$ cat src/rtl/dsa_pkg.sv
package dsa_pkg;
    typedef enum logic {
        ACC_SEL_A = 1'b0,
        ACC_SEL_B = 1'b1
    } acc_sel_e;

    localparam int NUM_ACC = 2;
endpackage

$ cat src/rtl/dsa_addsub.sv
module dsa_addsub #(
    parameter int W  = 40,
    parameter int WK = 32
) (
    input  logic [W-1:0] src_i,
    input  logic [W-1:0] opd_i,
    input  logic         zero_i,
    input  logic         sub_i,
    output logic [W:0]   sum_o,
    output logic         guard_ovf_o,
    output logic         cat_ovf_o
);
    localparam int GSPAN = W - WK + 1;

    logic [W-1:0]   lhs;
    logic [W-1:0]   rhs;
    logic [GSPAN-1:0] top_bits;

    always_comb begin
        lhs         = zero_i ? '0 : src_i;
        rhs         = sub_i ? ~opd_i : opd_i;
        // one extra bit keeps the exact sign of the result
        sum_o       = {lhs[W-1], lhs} + {rhs[W-1], rhs} + {{W{1'b0}}, sub_i};
        top_bits    = sum_o[W-1:WK-1];
        guard_ovf_o = !((top_bits == '0) || (top_bits == '1));
        cat_ovf_o   = sum_o[W] ^ sum_o[W-1];
    end
endmodule

$ cat src/rtl/dsa_sat.sv
module dsa_sat #(
    parameter int W  = 40,
    parameter int WK = 32
) (
    input  logic [W:0]   sum_i,
    input  logic         guard_ovf_i,
    input  logic         cat_ovf_i,
    input  logic         sat_en_i,
    input  logic         super_i,
    output logic [W-1:0] res_o,
    output logic         sat_o
);
    localparam logic [W-1:0] NORM_POS = {{(W - WK + 1){1'b0}}, {(WK - 1){1'b1}}};
    localparam logic [W-1:0] NORM_NEG = ~NORM_POS;
    localparam logic [W-1:0] SUP_POS  = {1'b0, {(W - 1){1'b1}}};
    localparam logic [W-1:0] SUP_NEG  = ~SUP_POS;

    logic exact_neg;

    always_comb begin
        exact_neg = sum_i[W];
        sat_o     = sat_en_i & (cat_ovf_i | (~super_i & guard_ovf_i));
        if (!sat_o) begin
            res_o = sum_i[W-1:0];
        end else if (super_i) begin
            res_o = exact_neg ? SUP_NEG : SUP_POS;
        end else begin
            res_o = exact_neg ? NORM_NEG : NORM_POS;
        end
    end
endmodule

$ cat src/rtl/dual_sat_acc.sv
module dual_sat_acc
    import dsa_pkg::*;
#(
    parameter int ACC_W  = 40,
    parameter int WORK_W = 32
) (
    input  logic             clk,
    input  logic             rst_n,
    input  logic             op_valid,
    input  logic             acc_sel,
    input  logic             op_sub,
    input  logic             op_zero,
    input  logic [ACC_W-1:0] operand,
    input  logic             sat_en_a,
    input  logic             sat_en_b,
    input  logic             sat_super,
    input  logic             trap_en_a,
    input  logic             trap_en_b,
    input  logic             sat_clr,
    output logic [ACC_W-1:0] acc_a,
    output logic [ACC_W-1:0] acc_b,
    output logic             ovf_a,
    output logic             ovf_b,
    output logic             sat_a,
    output logic             sat_b,
    output logic             ovf_any,
    output logic             sat_any,
    output logic             trap_req
);
    localparam int GSPAN = ACC_W - WORK_W + 1;

    typedef struct packed {
        logic [NUM_ACC-1:0][ACC_W-1:0] acc;
        logic [NUM_ACC-1:0]            ovf;
        logic [NUM_ACC-1:0]            sat;
    } state_t;

    state_t state_d, state_q;

    acc_sel_e         sel_e;
    logic [ACC_W-1:0] src_val;
    logic [ACC_W:0]   sum_val;
    logic             guard_ovf, cat_ovf;
    logic             sel_sat_en, sat_hit;
    logic [ACC_W-1:0] res_val;

    assign sel_e      = acc_sel_e'(acc_sel);
    assign src_val    = state_q.acc[acc_sel];
    assign sel_sat_en = (sel_e == ACC_SEL_B) ? sat_en_b : sat_en_a;

    dsa_addsub #(.W(ACC_W), .WK(WORK_W)) i_addsub (
        .src_i       (src_val),
        .opd_i       (operand),
        .zero_i      (op_zero),
        .sub_i       (op_sub),
        .sum_o       (sum_val),
        .guard_ovf_o (guard_ovf),
        .cat_ovf_o   (cat_ovf)
    );

    dsa_sat #(.W(ACC_W), .WK(WORK_W)) i_sat (
        .sum_i       (sum_val),
        .guard_ovf_i (guard_ovf),
        .cat_ovf_i   (cat_ovf),
        .sat_en_i    (sel_sat_en),
        .super_i     (sat_super),
        .res_o       (res_val),
        .sat_o       (sat_hit)
    );

    always_comb begin
        state_d = state_q;
        if (sat_clr) begin
            state_d.sat = '0;
        end
        if (op_valid) begin
            state_d.acc[acc_sel] = res_val;
            state_d.ovf[acc_sel] = guard_ovf;
            if (sat_hit) begin
                state_d.sat[acc_sel] = 1'b1;
            end
        end
    end

    always_ff @(posedge clk) begin
        if (!rst_n) begin
            state_q <= '0;
        end else begin
            state_q <= state_d;
        end
    end

    assign acc_a    = state_q.acc[0];
    assign acc_b    = state_q.acc[1];
    assign ovf_a    = state_q.ovf[0];
    assign ovf_b    = state_q.ovf[1];
    assign sat_a    = state_q.sat[0];
    assign sat_b    = state_q.sat[1];
    assign ovf_any  = |state_q.ovf;
    assign sat_any  = |state_q.sat;
    assign trap_req = |(state_q.ovf & {trap_en_b, trap_en_a});

    assert_unsel_b_hold_R2: assert property (@(posedge clk) disable iff (!rst_n)
        (op_valid && !acc_sel) |=> ($stable(acc_b) && $stable(ovf_b)));

    assert_unsel_a_hold_R2: assert property (@(posedge clk) disable iff (!rst_n)
        (op_valid && acc_sel) |=> ($stable(acc_a) && $stable(ovf_a)));

    assert_idle_hold_R12: assert property (@(posedge clk) disable iff (!rst_n)
        !op_valid |=> ($stable(acc_a) && $stable(acc_b) && $stable(ovf_a) && $stable(ovf_b)));

    assert_sat_sticky_R9: assert property (@(posedge clk) disable iff (!rst_n)
        (sat_a && !sat_clr) |=> sat_a);

    assert_sat_clear_R9: assert property (@(posedge clk) disable iff (!rst_n)
        (sat_clr && !op_valid) |=> (!sat_a && !sat_b));

    assert_norm_range_R7: assert property (@(posedge clk) disable iff (!rst_n)
        (op_valid && !acc_sel && sat_en_a && !sat_super)
        |=> (acc_a[ACC_W-1:WORK_W-1] == {GSPAN{acc_a[ACC_W-1]}}));

    assert_no_sat_off_R6: assert property (@(posedge clk) disable iff (!rst_n)
        (op_valid && !acc_sel && !sat_en_a && !sat_a) |=> !sat_a);
endmodule

$ cat config.mk
export PLATFORM = sky130hd
export DESIGN_NAME = dual_sat_acc
export DESIGN_NICKNAME = d
export VERILOG_FILES = /design/src/rtl/dsa_pkg.sv /design/src/rtl/dsa_addsub.sv /design/src/rtl/dsa_sat.sv /design/src/rtl/dual_sat_acc.sv
export SDC_FILE = /design/constraint.sdc
export NUM_CORES = 1
export LEC_CHECK = 0
export BUFFER_PORTS_ARGS = -buffer_cell sky130_fd_sc_hd__buf_2
export CAP_MARGIN = 10
export CORE_MARGIN = 4
export CORE_UTILIZATION = 45
export DETAILED_ROUTE_END_ITERATION = 12
export HOLD_SLACK_MARGIN = 0.08
export PLACE_DENSITY = 0.71
export SYNTH_ARGS = -nofsm -noshare
export SYNTH_HDL_FRONTEND = slang
export SYNTH_SLANG_ARGS = --single-unit
$ cat constraint.sdc
create_clock -name clk -period 5.2 [get_ports clk]
set_input_delay 0.26 -clock clk [delete_from_list [all_inputs] [get_ports clk]]
set_output_delay 0.26 -clock clk [all_outputs]
set_load 0.02 [all_outputs]
; Word level (Yosys, flattened, before mapping)
; Cells that the tools add are included.
[word_totals]
wordCells = 42
inputBits = 52
mem_bits_rw = 0
latchBits = 0
reg_bits = 84
memories = 0
output_inout_bits = 87
romBits = 0
[classes]
shifts = 0
n_bitwise = 8
muxes = 18
n_eq_ne = 1
addsub = 2
n_div = 0
mul = 0
reduce_logical = 7
order_cmp = 2
[ops]
columns = operator, n
row1 = $mux 40, 9
row2 = $bwmux 80, 1
row3 = $add 40x40->41, 1
row4 = $add 41x1->41, 1
row5 = $demux 40 s1, 1
row6 = $not 40->40, 1
row7 = $eq 9x9->1 const B, 1
row8 = $logic_not 9->1, 1
row9 = $mux 2, 3
row10 = $reduce_or 2->1, 3
row11 = $and 1x1->1, 2
row12 = $and 2x2->2, 1
row13 = $bwmux 2, 1
row14 = $lt 1x2->1 const B, 1
row15 = $mux 1, 2
row16 = $or 2x2->2, 1
row17 = $demux 1 s1, 1
row18 = $ge 1x1->1 const B, 1
row19 = $logic_and 1x1->1, 1
row20 = $logic_not 1->1, 1
row21 = $logic_or 1x1->1, 1
row22 = $not 1->1, 1
row23 = $or 1x1->1, 1
row24 = $xor 1x1->1, 1

; Longest topological paths before layout
[logic_depth]
depth_word = 13
ltp_mapped = 18
depth_no_buf = 14

; Cells and area by module
; From an unflattened synthesis, not the netlist that was laid out.
[hier_totals]
hier_cells = 910
area_unflattened_um2 = 7470.9
[by_module_without_submodules]
columns = mod, seq_area_each_um2, area_per_inst_um2, cells_each, instances
row1 = dual_sat_acc, 1681.6, 3702.3, 371, 1
row2 = dsa_addsub, 0.0, 3056.7, 436, 1
row3 = dsa_sat, 0.0, 711.9, 103, 1

; Worst setup path before layout
; No wires, ideal clock.
[synth_path]
path_type = input-to-reg
from = input acc_sel
to = register state_q (netlist bit acc_a[11])
setup_slack_ns = 0.674
path_stages = 17
t_arrival_ns = 4.406
path_buffers = 5
required_time_ns = 5.081
setup_time_ns = 0.119
cell_sequence = buf_4 buf_1 clkbuf_1 mux2i_1 nor2_1 ha_1 buf_2 nand4_1 or4_1 a211oi_1 nor2_1 xnor2_2 a2111oi_4 a21oi_1 nor4_2 buf_2 a21oi_1
[synth_between]
elab_chain_len = 13
elab_cells_between_ends = 24
cone_classes = add/sub (2) / order compare (2) / eq/ne (1) / mux (11) / bitwise (4) / reduce/logical (4)
[synth_rtl]
columns = item, line
row1 = start: declaration, dual_sat_acc.sv:10  ; input logic acc_sel,
row2 = $mux 40 (not written as such) (2 in a row), dual_sat_acc.sv:48  ; assign src_val = state_q.acc[acc_sel];
row3 = $mux 40, dsa_addsub.sv:20  ; lhs = zero_i ? '0 : src_i;
row4 = $add 40x40->41, dsa_addsub.sv:23  ; sum_o = {lhs[W-1], lhs} + {rhs[W-1], rhs} + {{W{1'b0}}, sub_i};
row5 = $add 41x1->41, dsa_addsub.sv:23
row6 = $eq 9x9->1 / $logic_not 9->1 (equally long branches), dsa_addsub.sv:25  ; guard_ovf_o = !((top_bits == '0) || (top_bits == '1));
row7 = $logic_or 1x1->1, dsa_addsub.sv:25
row8 = $logic_not 1->1, dsa_addsub.sv:25
row9 = $and 1x1->1, dsa_sat.sv:22  ; sat_o = sat_en_i & (cat_ovf_i | (~super_i & guard_ovf_i));
row10 = $or 1x1->1, dsa_sat.sv:22
row11 = $and 1x1->1, dsa_sat.sv:22
row12 = $mux 40, dsa_sat.sv:23  ; if (!sat_o) begin
row13 = $bwmux 80 (*), dual_sat_acc.sv:77  ; state_d.acc[acc_sel] = res_val;
row14 = end signal: assignment, dual_sat_acc.sv:89  ; state_q <= state_d;
row15 = end: declaration, dual_sat_acc.sv:38  ; state_t state_d, state_q;
; Every way passes the cells marked *; elsewhere a longest branch is shown, timed or not. The select of a mux whose other input is x is not followed.
; A chain may end at the register's enable or synchronous reset.

; Worst setup path after layout
[layout_path]
from = input op_zero
to = register state_q (netlist bit acc_a[35])
[layout_between]
elab_chain_len = 11
elab_cells_between_ends = 16
cone_classes = add/sub (2) / eq/ne (1) / mux (6) / bitwise (4) / reduce/logical (3)
[layout_rtl]
columns = item, line
row1 = start: declaration, dual_sat_acc.sv:12  ; input logic op_zero,
row2 = $mux 40 (*), dsa_addsub.sv:20
row3 = $add 40x40->41 (*), dsa_addsub.sv:23
row4 = $add 41x1->41 (*), dsa_addsub.sv:23
row5 = $eq 9x9->1 / $logic_not 9->1 (equally long branches), dsa_addsub.sv:25
row6 = $logic_or 1x1->1, dsa_addsub.sv:25
row7 = $logic_not 1->1, dsa_addsub.sv:25
row8 = $and 1x1->1, dsa_sat.sv:22
row9 = $or 1x1->1, dsa_sat.sv:22
row10 = $and 1x1->1, dsa_sat.sv:22
row11 = $mux 40 (*), dsa_sat.sv:23
row12 = $bwmux 80 (*), dual_sat_acc.sv:77
; Every way passes the cells marked *; elsewhere a longest branch is shown, timed or not.

==> reports/results.ini <==
[run_status]
status = complete, no violations

[power]
power_density_nw_per_um2 = 297
ir_drop_v = 0.000230
p_leak_nw = 3.74
p_total_w = 0.00243

[floorplan]
die_w_um = 132
dieArea_um2 = 17400
core_area_um2 = 14800
initial_utilization_pct = 46.7
io_pins = 139
rows = 44
fp.dieH_um = 132

[clock_network]
htreeDepth = 3
cts_buffers = 9
clk_latency_ns = 0.35
clk_pin_slew_ns = 0.06
cts_tree = done
cts-root-buf = clkbuf_16
clock_path_buffers = 2
cts_num_sinks = 84
cts.repair.resized = 0
holdBufCountCts = 0
post_cts_buffers = 0

[timing]
rsz0062_at_grt = no
whs_ns = 0.234
layout_worst_path_cycle_share_pct = 81.0
setup_viol = 0
relSlewSlack_pct = 26.7
max_freq_mhz = 237
fin_tns_setup_ns = 0
slew_violations = 0
hold_viol = 0
worst_slew_pin_slew_ns = 1.10
skew_ns = 0.00887
fin_crit_ns = 4.21

[finish]
layout.nets = 1103
layout_common_cells = buf_2, a21oi_1, o21ai_0
syn2layout_area_growth_pct = 18.6
antennaDiodeCount = 0
fin_cells = 1200
drive_above_1_share_pct = 20.1
nFillCells = 1458
final_common_cell = buf_2

[logic_synthesis]
synth_top_family_by_area = compound AO/OA/AOI/OAI gates
synthAdderAreaFrac_pct = 7.38
ys_seq_elements = 84
synthMuxAreaShare_pct = 6.27
async_flop_share_pct = 0
synth_area_per_cell_um2 = 7.70
syn-num-nets = 987
syn-instance-count = 895
synth_edf_count = 0
yosysSeqAreaShare_pct = 24.4
synth_area_um2 = 6890
synth_compound_area_share_pct = 28.5
yosysWarnings = 0
synth_xor_area_share_pct = 9.14
synth_cell_type_count = 68
synth_ff_type = dfxtp_1
synth_simple_gate_area_share_pct = 19.8

[global_routing]
grtUsageMet1_pct = 30.3
grt_util_met3_pct = 5.31
antenna_found_initial = 0
met2_usage_pct = 39.6
grt_pass1_vias = 6897
grt_start_max_net_pins = 75
busiest_layer = met2
grt_pass1_wl_um = 34200
grt.total_usage_pct = 23.6
grt_overflow = 0

[critical_path]
end_kind = register
crit_path_max_incr_delay_ns = 0.62
cp-start-kind = input pin
critPathKind = input pin to register
worstPathArrival_ns = 4.45
crit_chain = buf_2 > nor2_1 > ha_1 > nand4_1 > nor3_1 > nor2b_1 > or4_1 > o311ai_1 > a211oi_2 > nand3_1 > o31ai_4 > buf_4 > nand4b_1 > a22o_1
cp_slowest_cell = buf_2
cp_max_fo = 41
crit_required_ns = 5.44

[routing]
drtIter0Drc = 560
wl_um = 20800
avgRoutedWirePerCell_um = 17.4
drtPass1Iterations = 6
ant_nets = 0
vias = 7141
route.detailed.drc = 0
vias_per_cell = 5.95

[place]
place_congestion = 0.979
port_buffers = 138
dpl.hpwl_um = 15900
dp.cells = 1184

[job]
max-cap-violations = 0

[hold_path]
hold_path.class = input pin to register

==> layer usage <==
metal,vias to the layer above,share of wire (%)
met1,3313,45
met2,251,46
met3,24,6.9
li1,3553,-
met4,0,1.7
met5,-,0
==> per-stage QoR <==
step           worst slack, ns  util [%]  cell area [um^2]
2_1_floorplan            0.674         -              6890
3_5_place_dp             0.691      53.2              7840
5_1_grt                  0.666      55.4              8170
6_report                 0.987      55.4              8170
4_1_cts                   1.04      55.4              8170
3_3_place_gp             0.731      53.2              7840
==> path summary, 6_finish.rpt <==
kind | slack [ns] | cells past startpoint | endpoint | from
setup / recovery | 0.99 | 14 | acc_a[35]$_SDFFE_PN0P_ | op_zero
hold / removal | 0.23 | 3 | sat_a$_SDFF_PN0_ | sat_clr
setup reg to reg | 1.08 | 14 | acc_a[12]$_SDFFE_PN0P_ | acc_a[1]$_SDFFE_PN0P_
hold reg to reg | 0.50 | 1 | acc_a[33]$_SDFFE_PN0P_ | acc_a[33]$_SDFFE_PN0P_
==> cell families after synthesis <==
group,count (synthesis)
XOR/XNOR,71
AO/OA/AOI/OAI,315
buffers and inverters,75
flip-flops,84
AND/OR/NAND/NOR,267
multiplexers,43
adder cells (fa/ha/maj),40
==> Yosys cell counts (all sizes together) (9+ instances only) <==
cell type,count,area (um^2)
nor2,76,288
mux2i,42,420
clkbuf,32,120
nand2,57,214
xnor2,21,191
a21oi,117,586
nor3,17,90.1
a22o,17,149
a211oi,13,128
nand4,42,263
ha,39,488
o211ai,9,67.6
o21ai,96,480
xor2,50,438
inv,16,60.1
buf,27,133
dfxtp,84,1680
nand3,14,70.1
==> where the power goes <==
| part | total [W] | leakage [nW] | switching (W) | internal (W) |
|---|---|---|---|---|
| clock network | 0.000700 | 0.162 | 0.000267 | 0.000433 |
| logic | 0.000978 | 2.89 | 0.000615 | 0.000363 |
| registers | 0.000748 | 0.692 | 0.0000446 | 0.000704 |
==> cell type report <==
class	instances	area [um^2]	area share, %
repair buffers	164	948	11.6
multi-input cells	736	4920	60.3
well taps	184	230	2.82
flip-flops and latches	84	1680	20.6
inverters	16	60.1	0.735
clock buffers	10	239	2.93
clock inverters	6	87.6	1.07
==> sequential cells by signal, summed over array words and instances (netlist names) <==
name / count
sat_a: 1
sat_b: 1
acc_a: 40
ovf_a: 1
acc_b: 40
ovf_b: 1
==> worst max-delay path, delay by kind of cell <==
family,cells,cell delay (ns)
buf+inv,2,0.94
simple gates,7,1.65
fa+ha+maj,1,0.49
compound gates,4,1.10
Power figures use the tool's default switching activity.
